===== src/rtl/asram_pkg.sv =====
`timescale 1ns/1ps
package asram_pkg;

  typedef enum logic [2:0] {
    ST_IDLE = 3'd0,
    ST_RD   = 3'd1,
    ST_WSU  = 3'd2,
    ST_WPL  = 3'd3,
    ST_WRC  = 3'd4
  } asram_st_e;

  // ceiling division of a time by the clock period, never below one cycle
  function automatic int ns2cyc(input int t_ns, input int per_ns);
    int c;
    c = (t_ns + per_ns - 1) / per_ns;
    return (c < 1) ? 1 : c;
  endfunction

  function automatic int imax(input int a, input int b);
    return (a > b) ? a : b;
  endfunction

endpackage


===== src/rtl/asram_rst_sync.sv =====
`timescale 1ns/1ps
module asram_rst_sync (
  input  logic clk,
  input  logic arst_n,
  output logic rst_q_n
);
  logic [1:0] sync_q;

  always_ff @(posedge clk or negedge arst_n) begin
    if (!arst_n) sync_q <= 2'b00;
    else         sync_q <= {sync_q[0], 1'b1};
  end

  assign rst_q_n = sync_q[1];
endmodule


===== src/rtl/asram_ta_timer.sv =====
`timescale 1ns/1ps
module asram_ta_timer #(
  parameter int W    = 4,
  parameter int LOAD = 6
) (
  input  logic clk,
  input  logic rst_n,
  input  logic load,
  output logic zero
);
  logic [W-1:0] cnt_q, cnt_d;

  always_comb begin
    cnt_d = cnt_q;
    if (load)              cnt_d = W'(LOAD);
    else if (cnt_q != '0)  cnt_d = cnt_q - 1'b1;
  end

  always_ff @(posedge clk or negedge rst_n) begin
    if (!rst_n) cnt_q <= '0;
    else        cnt_q <= cnt_d;
  end

  assign zero = (cnt_q == '0);
endmodule


===== src/rtl/asram_lanes.sv =====
`timescale 1ns/1ps
module asram_lanes #(
  parameter int LANES = 2
) (
  input  logic                 ce_n,
  input  logic [LANES-1:0]     be_q,
  input  logic [8*LANES-1:0]   din,
  output logic [LANES-1:0]     strb_n,
  output logic [8*LANES-1:0]   dmask
);
  for (genvar i = 0; i < LANES; i++) begin : g_lane
    assign strb_n[i]       = ce_n | ~be_q[i];
    assign dmask[8*i +: 8] = be_q[i] ? din[8*i +: 8] : 8'h00;
  end
endmodule


===== src/rtl/asram_ctrl.sv =====
`timescale 1ns/1ps
module asram_ctrl
  import asram_pkg::*;
#(
  parameter int ADDR_W  = 18,
  parameter int DATA_W  = 16,
  parameter int CLK_NS  = 5,
  parameter int T_RC_NS = 70,
  parameter int T_AA_NS = 70,
  parameter int T_WC_NS = 70,
  parameter int T_WP_NS = 35,
  parameter int T_DW_NS = 30,
  parameter int T_AS_NS = 0,
  parameter int T_WR_NS = 0,
  parameter int T_TA_NS = 30
) (
  input  logic              clk,
  input  logic              rst_n,
  input  logic              req,
  input  logic              wr,
  input  logic [ADDR_W-1:0] addr,
  input  logic [DATA_W-1:0] wdata,
  input  logic [1:0]        be,
  output logic              ready,
  output logic              ack,
  output logic [DATA_W-1:0] rdata,
  output logic [ADDR_W-1:0] mem_addr,
  output logic              mem_ce_n,
  output logic              mem_we_n,
  output logic              mem_oe_n,
  output logic              mem_lb_n,
  output logic              mem_ub_n,
  output logic [DATA_W-1:0] mem_dq_out,
  output logic              mem_dq_oe,
  input  logic [DATA_W-1:0] mem_dq_in
);
  localparam int LANES  = DATA_W / 8;
  localparam int RD_CYC = ns2cyc(imax(T_RC_NS, T_AA_NS), CLK_NS);
  localparam int AS_CYC = ns2cyc(T_AS_NS, CLK_NS);
  localparam int WP_CYC = ns2cyc(imax(T_WP_NS, T_DW_NS), CLK_NS);
  localparam int WC_CYC = ns2cyc(T_WC_NS, CLK_NS);
  localparam int WR_CYC = imax(ns2cyc(T_WR_NS, CLK_NS), WC_CYC - AS_CYC - WP_CYC);
  localparam int TA_CYC = ns2cyc(T_TA_NS, CLK_NS);
  localparam int MAX_C  = imax(imax(RD_CYC, WP_CYC), imax(imax(AS_CYC, WR_CYC), TA_CYC));
  localparam int CNT_W  = $clog2(MAX_C + 1);

  logic              rst_q_n;
  asram_st_e         st_q, st_d;
  logic [CNT_W-1:0]  cnt_q, cnt_d;
  logic [ADDR_W-1:0] addr_q;
  logic [DATA_W-1:0] wdat_q, rdat_q, rd_masked;
  logic [LANES-1:0]  be_q, strb_n;
  logic              ack_q;
  logic              take, smp, fin, ta_zero;

  asram_rst_sync u_rst (
    .clk    (clk),
    .arst_n (rst_n),
    .rst_q_n(rst_q_n)
  );

  asram_ta_timer #(.W(CNT_W), .LOAD(TA_CYC)) u_ta (
    .clk  (clk),
    .rst_n(rst_q_n),
    .load (smp),
    .zero (ta_zero)
  );

  asram_lanes #(.LANES(LANES)) u_lanes (
    .ce_n  (mem_ce_n),
    .be_q  (be_q),
    .din   (mem_dq_in),
    .strb_n(strb_n),
    .dmask (rd_masked)
  );

  assign take = (st_q == ST_IDLE) && req;

  // next-state and phase counter
  always_comb begin
    st_d  = st_q;
    cnt_d = cnt_q + 1'b1;
    smp   = 1'b0;
    fin   = 1'b0;
    unique case (st_q)
      ST_IDLE: begin
        cnt_d = '0;
        if (req) st_d = wr ? ST_WSU : ST_RD;
      end
      ST_RD: begin
        if (cnt_q == CNT_W'(RD_CYC - 1)) begin
          st_d  = ST_IDLE;
          cnt_d = '0;
          smp   = 1'b1;
        end
      end
      ST_WSU: begin
        if (cnt_q >= CNT_W'(AS_CYC - 1)) begin
          cnt_d = cnt_q;
          if (ta_zero) begin
            st_d  = ST_WPL;
            cnt_d = '0;
          end
        end
      end
      ST_WPL: begin
        if (cnt_q == CNT_W'(WP_CYC - 1)) begin
          st_d  = ST_WRC;
          cnt_d = '0;
        end
      end
      ST_WRC: begin
        if (cnt_q == CNT_W'(WR_CYC - 1)) begin
          st_d  = ST_IDLE;
          cnt_d = '0;
          fin   = 1'b1;
        end
      end
      default: begin
        st_d  = ST_IDLE;
        cnt_d = '0;
      end
    endcase
  end

  always_ff @(posedge clk or negedge rst_q_n) begin
    if (!rst_q_n) begin
      st_q  <= ST_IDLE;
      cnt_q <= '0;
      ack_q <= 1'b0;
    end else begin
      st_q  <= st_d;
      cnt_q <= cnt_d;
      ack_q <= smp | fin;
    end
  end

  // request capture, enabled on acceptance
  always_ff @(posedge clk or negedge rst_q_n) begin
    if (!rst_q_n) begin
      addr_q <= '0;
      wdat_q <= '0;
      be_q   <= '0;
    end else if (take) begin
      addr_q <= addr;
      wdat_q <= wdata;
      be_q   <= be;
    end
  end

  // read capture, enabled on the last access cycle
  always_ff @(posedge clk or negedge rst_q_n) begin
    if (!rst_q_n)  rdat_q <= '0;
    else if (smp)  rdat_q <= rd_masked;
  end

  assign ready      = (st_q == ST_IDLE);
  assign ack        = ack_q;
  assign rdata      = rdat_q;
  assign mem_addr   = addr_q;
  assign mem_ce_n   = (st_q == ST_IDLE);
  assign mem_oe_n   = (st_q != ST_RD);
  assign mem_we_n   = (st_q != ST_WPL);
  assign mem_dq_oe  = (st_q == ST_WPL);
  assign mem_dq_out = wdat_q;
  assign mem_lb_n   = strb_n[0];
  assign mem_ub_n   = strb_n[LANES-1];
endmodule


===== config.mk =====
export PLATFORM = sky130hd
export DESIGN_NAME = asram_ctrl
export DESIGN_NICKNAME = d
export VERILOG_FILES = /design/src/rtl/asram_pkg.sv /design/src/rtl/asram_rst_sync.sv /design/src/rtl/asram_ta_timer.sv /design/src/rtl/asram_lanes.sv /design/src/rtl/asram_ctrl.sv
export SDC_FILE = /design/constraint.sdc
export NUM_CORES = 1
export LEC_CHECK = 0
export CAP_MARGIN = 20
export CORE_MARGIN = 4
export CORE_UTILIZATION = 45
export CTS_BUF_LIST = sky130_fd_sc_hd__clkbuf_8
export CTS_CLUSTER_SIZE = 20
export DETAILED_ROUTE_END_ITERATION = 8
export GPL_ROUTABILITY_DRIVEN = 0
export MAX_ROUTING_LAYER = met4
export PLACE_DENSITY = 0.91
export SLEW_MARGIN = 20
export SYNTH_ARGS = -nofsm -noshare
export SYNTH_HDL_FRONTEND = slang
export SYNTH_SLANG_ARGS = --single-unit

===== constraint.sdc =====
create_clock -name clk -period 2.4 [get_ports clk]
set_clock_uncertainty 0.15 [all_clocks]
set_input_delay 0.36 -clock clk [delete_from_list [all_inputs] [get_ports clk]]
set_output_delay 0.36 -clock clk [all_outputs]
set_load 0.01 [all_outputs]

== After elaboration in Yosys (flattened, before gate mapping) ==
Cells that the tools add are included.

* Word-level logic and storage cells: 61
* Flip-flop bits (word level): 66
* Output and inout bits: 58
* Input port bits: 56

* Add/sub/neg operators: 2
* Bitwise gates (word level): 5
* Reductions and logical operators: 6
* Equality and inequality tests: 16
* Mux-type cells: 22
* Magnitude comparators: 1

{| class="wikitable"
|+ Operators with widths
! kind !! number
|-
| 2-to-1 mux 4 bit || 7
|-
| 2-to-1 mux 3 bit || 6
|-
| 2-to-1 mux 8 bit || 2
|-
| case mux 4 bit (4 select lines) || 1
|-
| case mux 3 bit (5 select lines) || 1
|-
| != test 2 bit (second input constant) || 5
|-
| equality test 4 x 3 -> 1 bit (second input constant) || 2
|-
| equality test 3 x 2 -> 1 bit (second input constant) || 2
|-
| AND reduction 6 bit || 1
|-
| adder 4 x 1 -> 4 bit (second input constant) || 1
|-
| equality test 4 bit (second input constant) || 1
|-
| greater-or-equal comparator 4 x 1 -> 1 bit (second input constant) || 1
|-
| logical NOT 4 bit || 1
|-
| 2-to-1 mux 1 bit || 4
|-
| nonzero test 4 bit || 1
|-
| subtractor 4 x 1 -> 4 bit (second input constant) || 1
|-
| equality test 3 x 1 -> 1 bit (second input constant) || 1
|-
| equality test 3 bit (second input constant) || 1
|-
| logical NOT 3 bit || 1
|-
| != test 3 x 1 -> 1 bit (second input constant) || 1
|-
| != test 3 x 2 -> 1 bit (second input constant) || 1
|-
| != test 3 bit (second input constant) || 1
|-
| bitwise OR 1 bit || 3
|-
| 2-to-1 mux 2 bit || 1
|-
| 4 further kinds || 5
|}

== Depth between registers and ports, before layout ==
* Word-level depth: 4
* Gate-level depth with buffers: 8
* Mapped depth without buffers: 6

== Hierarchy ==
From an unflattened synthesis, not the netlist that was laid out.

* Cells, all modules: 210
* Area, all modules: 2,900.3 µm²

{| class="wikitable"
|+ By module, submodules not included
! module !! cells an instance !! sequential area each (µm²) !! area an instance (µm²) !! instances
|-
| asram_ctrl || 168 || 1,501.4 || 2,499.9 || 1
|-
| asram_ta_timer || 21 || 100.1 || 234.0 || 1
|-
| asram_lanes || 18 || 0.0 || 112.6 || 1
|-
| asram_rst_sync || 3 || 50.0 || 53.8 || 1
|}

== Worst setup path after synthesis ==
Ideal clock, no wire load.

* Path type: reg-to-reg
* From: reg st_q[1]
* To: reg be_q[1]
* Stages on the path, launching flop included: 8
* Required time: 2.125 ns
* Path buffers: 3
* Setup slack: 0.467 ns
* Data arrival time: 1.658 ns
* Setup time: 0.125 ns
* Clock period less this slack: 1.933 ns
* Cell sequence: dfrtp_1 buf_6 or3_4 inv_2 and2_4 buf_12 buf_12 mux2_4

* Longest elaborated chain between the ends: 2

{| class="wikitable"
|+ Ends and longest elaborated chain
! element !! line !! RTL
|-
| from (decl) || asram_ctrl.sv:48 || <nowiki>asram_st_e st_q, st_d;</nowiki>
|-
| from (signal assigned) || asram_ctrl.sv:132 || <nowiki>st_q <= st_d;</nowiki>
|-
| logical NOT 3 bit || -- ||
|-
| named net mem_ce_n || asram_ctrl.sv:28 || <nowiki>output logic mem_ce_n,</nowiki>
|-
| logical AND 1 bit || asram_ctrl.sv:77 || <nowiki>assign take = (st_q == ST_IDLE) && req;</nowiki>
|-
| to (signal assigned) || asram_ctrl.sv:143 || <nowiki>be_q <= '0;</nowiki>
|-
| to (signal assigned) || asram_ctrl.sv:147 || <nowiki>be_q <= be;</nowiki>
|-
| to (decl) || asram_ctrl.sv:52 || <nowiki>logic [LANES-1:0] be_q, strb_n;</nowiki>
|}

The timed path passes the listed nets, and every way through them passes these cells.
A chain may end at the register's enable or synchronous reset.

== Worst setup path after layout ==
* From: reg st_q[1]
* To: out mem_lb_n

* Longest elaborated chain between the ends: 2

{| class="wikitable"
|+ Ends and longest elaborated chain
! element !! line !! RTL
|-
| logical NOT 3 bit || asram_ctrl.sv:161 || <nowiki>assign mem_ce_n = (st_q == ST_IDLE);</nowiki>
|-
| bitwise OR 1 bit || asram_lanes.sv:12 || <nowiki>assign strb_n[i] = ce_n | ~be_q[i];</nowiki>
|-
| to (decl) || asram_ctrl.sv:31 || <nowiki>output logic mem_lb_n,</nowiki>
|}

No other way between the ends.

==> flow_metrics.tcl <==
set metrics [dict create \
    cts.sink_count 66 \
    synth_compound_area_share_pct 6.41 \
    final_cell_area_sq_um 4300 \
    cts_buffer_depth 2 \
    routed_wl_um 6750 \
    die_w_um 88.6 \
    slew_headroom_pct 64.2 \
    fin_crit_ps 2330 \
    grt_pass1_vias 2170 \
    h-tree-depth 3 \
    clkLatencyLatePin_ps 330 \
    synth_top_family_by_area "multiplexers" \
    yosys.area_share.adder_pct 1.71 \
    worst_slew_pin_slew_ps 537 \
    drtPass1Iterations 4 \
    ys_types 37 \
    vias 2126 \
    syn_inst 235 \
    synth_area_leaders "dfrtp_1 56%, mux2_4 15%, nand2_1 5.3%" \
    maxSlewViolCount 0 \
    rows 29 \
    grt_start_max_net_pins 44 \
    most-common-layout-cells "113 x clkdlybuf4s50_1, 64 x dfrtp_1, 41 x nand2_1, 30 x mux2_4, 20 x o21ai_0" \
    io_buffers 113 \
    synth_xor_area_share_pct 0.599 \
    layout_commonest_cell "clkdlybuf4s50_1" \
    grt_pass1_wl_um 10600 \
    synth-simple-area-share_pct 11.3 \
    overflow 0 \
    antenna_found_initial 0 \
    coreArea_sq_um 6350 \
    setup_viol 0 \
    rsz0062_at_grt "no" \
    grt_usage_pct 18.2 \
    yosys.area.top_type "dfrtp_1" \
    die_h_um 88.6 \
    arrival_ps 1820 \
    post-route-period-util_pct 97.2 \
    worst_slack_ps 67.6 \
    p_leak_nw 1.89 \
    p_per_area_nw_per_um2 1140 \
    dpl.hpwl_um 5000 \
    crit_type "reg -> out" \
    io_pins 114 \
    cts_root_buf "clkbuf_8" \
    fin_nets 413 \
    mappedNetlistNets 295 \
    required_ps 1890 \
    synth_top_cell_area_share_pct 56.4 \
    final_antenna_net_count 0 \
    area_growth_pct 47.0 \
    hold_slack_ps 34.6 \
    muxShareOfSynthArea_pct 17.7 \
    timing.fmax_mhz 429 \
    path_clk_slew_ps 70 \
    start_util_pct 46.1 \
    ir_drop_uv 1060 \
    setup_tns_ps 0 \
    ys.warnings.count 0 \
    drive_gt1_share_pct 18.4 \
    drt_iter0_markers 50 \
    hold_violations 0 \
    cp-end-kind "output pin" \
    ys_seq_area_share_pct 56.4 \
    synth_seq_cells 66 \
    pre_cts_ws_ps 369 \
    startpoint_type "flop" \
    dieArea_sq_um 7860 \
    cap_violations 0 \
    synth_area_per_cell_sq_um 12.5 \
    status "finished clean" \
    wl_per_cell_um 15.5 \
    n_antenna_cell 0 \
    syn_area_sq_um 2930 \
    dpl-instance-area_sq_um 4080 \
    min_path_type "in -> async" \
    drc 0 \
    via_per_inst 4.89 \
    cts_made_buffers 9 \
    crit_fanout 7 \
    cts_tree "done" \
]
-- routing by layer --
metal | share of wire, % | track usage, % | up-vias
met2 | 49 | 29.2 | 71
met5 | 0 | - | -
met3 | 6.3 | 4.47 | 8
met4 | 1.2 | 5.77 | 0
met1 | 44 | 22.6 | 1021
li1 | - | - | 1026
-- report_power, final --
group          leakage [nW]  internal, mW  switching, mW
Clock                0.0990         0.477          0.425
Combinational         0.969          1.38          0.790
Sequential            0.823          1.51          0.327
Total                  1.89          3.36           1.54
-- cells by family after synthesis --
kind of cell	count (synthesis)
buffers and inverters	24
XOR/XNOR	2
adder cells (fa/ha/maj)	4
AO/OA/AOI/OAI	32
AND/OR/NAND/NOR	70
flip-flops	66
other	1
multiplexers	36
-- synthesized netlist by cell type --
master     instances
a21oi_1            3
a22o_1             1
a22oi_1            2
a41oi_1            1
and2_4             1
and3_2             1
buf_1              2
buf_12             4
buf_2              1
buf_4              1
buf_6              1
clkbuf_1           4
conb_1             1
dfrtp_1           66
ha_1               4
inv_1             10
inv_2              1
mux2_2             6
mux2_4            30
nand2_1           41
nand2b_1           2
nand3_1            4
nand3b_1           5
nor2_1             7
nor2b_1            2
nor3_1             2
nor3b_1            2
o2111ai_1          1
o211ai_1           1
o21ai_0           20
o221ai_1           1
o22ai_1            1
o311ai_0           1
or3_1              1
or3_4              1
or3b_2             1
xnor2_1            2
-- final timing paths --
check,start,to,slack (ps),depth (start not counted)
min in group clk,u_rst.sync_q[0],u_rst.sync_q[1],210,0
worst max-delay path,st_q[1],mem_lb_n,70,3
worst min-delay path,rst_n,u_rst.sync_q[0],30,1
worst max register to register,st_q[1],mem_dq_out[4],420,5
worst min register to register,u_rst.sync_q[1],st_q[2],100,0
max in group asynchronous,u_rst.sync_q[1],mem_dq_out[12],1390,1
-- final cells by class --
| type | count | area, sq um |
|---|---|---|
| fill | 462 | 2050 |
| sequential | 66 | 1650 |
| clock inverter | 7 | 70.1 |
| multi-input combinational | 145 | 1110 |
| timing repair buffer | 120 | 1210 |
| clock buffer | 9 | 124 |
| inverter | 11 | 41.3 |
| tap | 77 | 96.3 |
-- sequential cells by signal, indices dropped and copies added, names as in the netlist --
name	count
u_rst.sync_q	2
ack	1
u_ta.cnt_q	4
cnt_q	4
rdata	16
be_q	2
mem_dq_out	16
st_q	3
mem_addr	18
-- worst max-delay path, stage by stage, from the launching register on --
cell	delay (ps)
dfrtp_2	450
or3_4	410
nand2_1	80
clkdlybuf4s50_1	550
-- repair_timing --
| action | 4_1_cts | 5_1_grt |
|---|---|---|
| hold buffers | 0 | 0 |
| setup buffers | 0 | 3 |
| endpoints found under the setup margin | 1 | 3 |
| resized for setup | 1 | 0 |
-- stage by stage --
step	instances	power (mW)	utilization, %
2_1_floorplan	235	3.05	-
3_3_place_gp	416	3.92	64.3
3_5_place_dp	416	4.01	64.3
4_1_cts	432	4.94	67.4
5_1_grt	435	5.20	67.7
6_report	435	4.91	67.7
(Power assumes the default switching activity.)
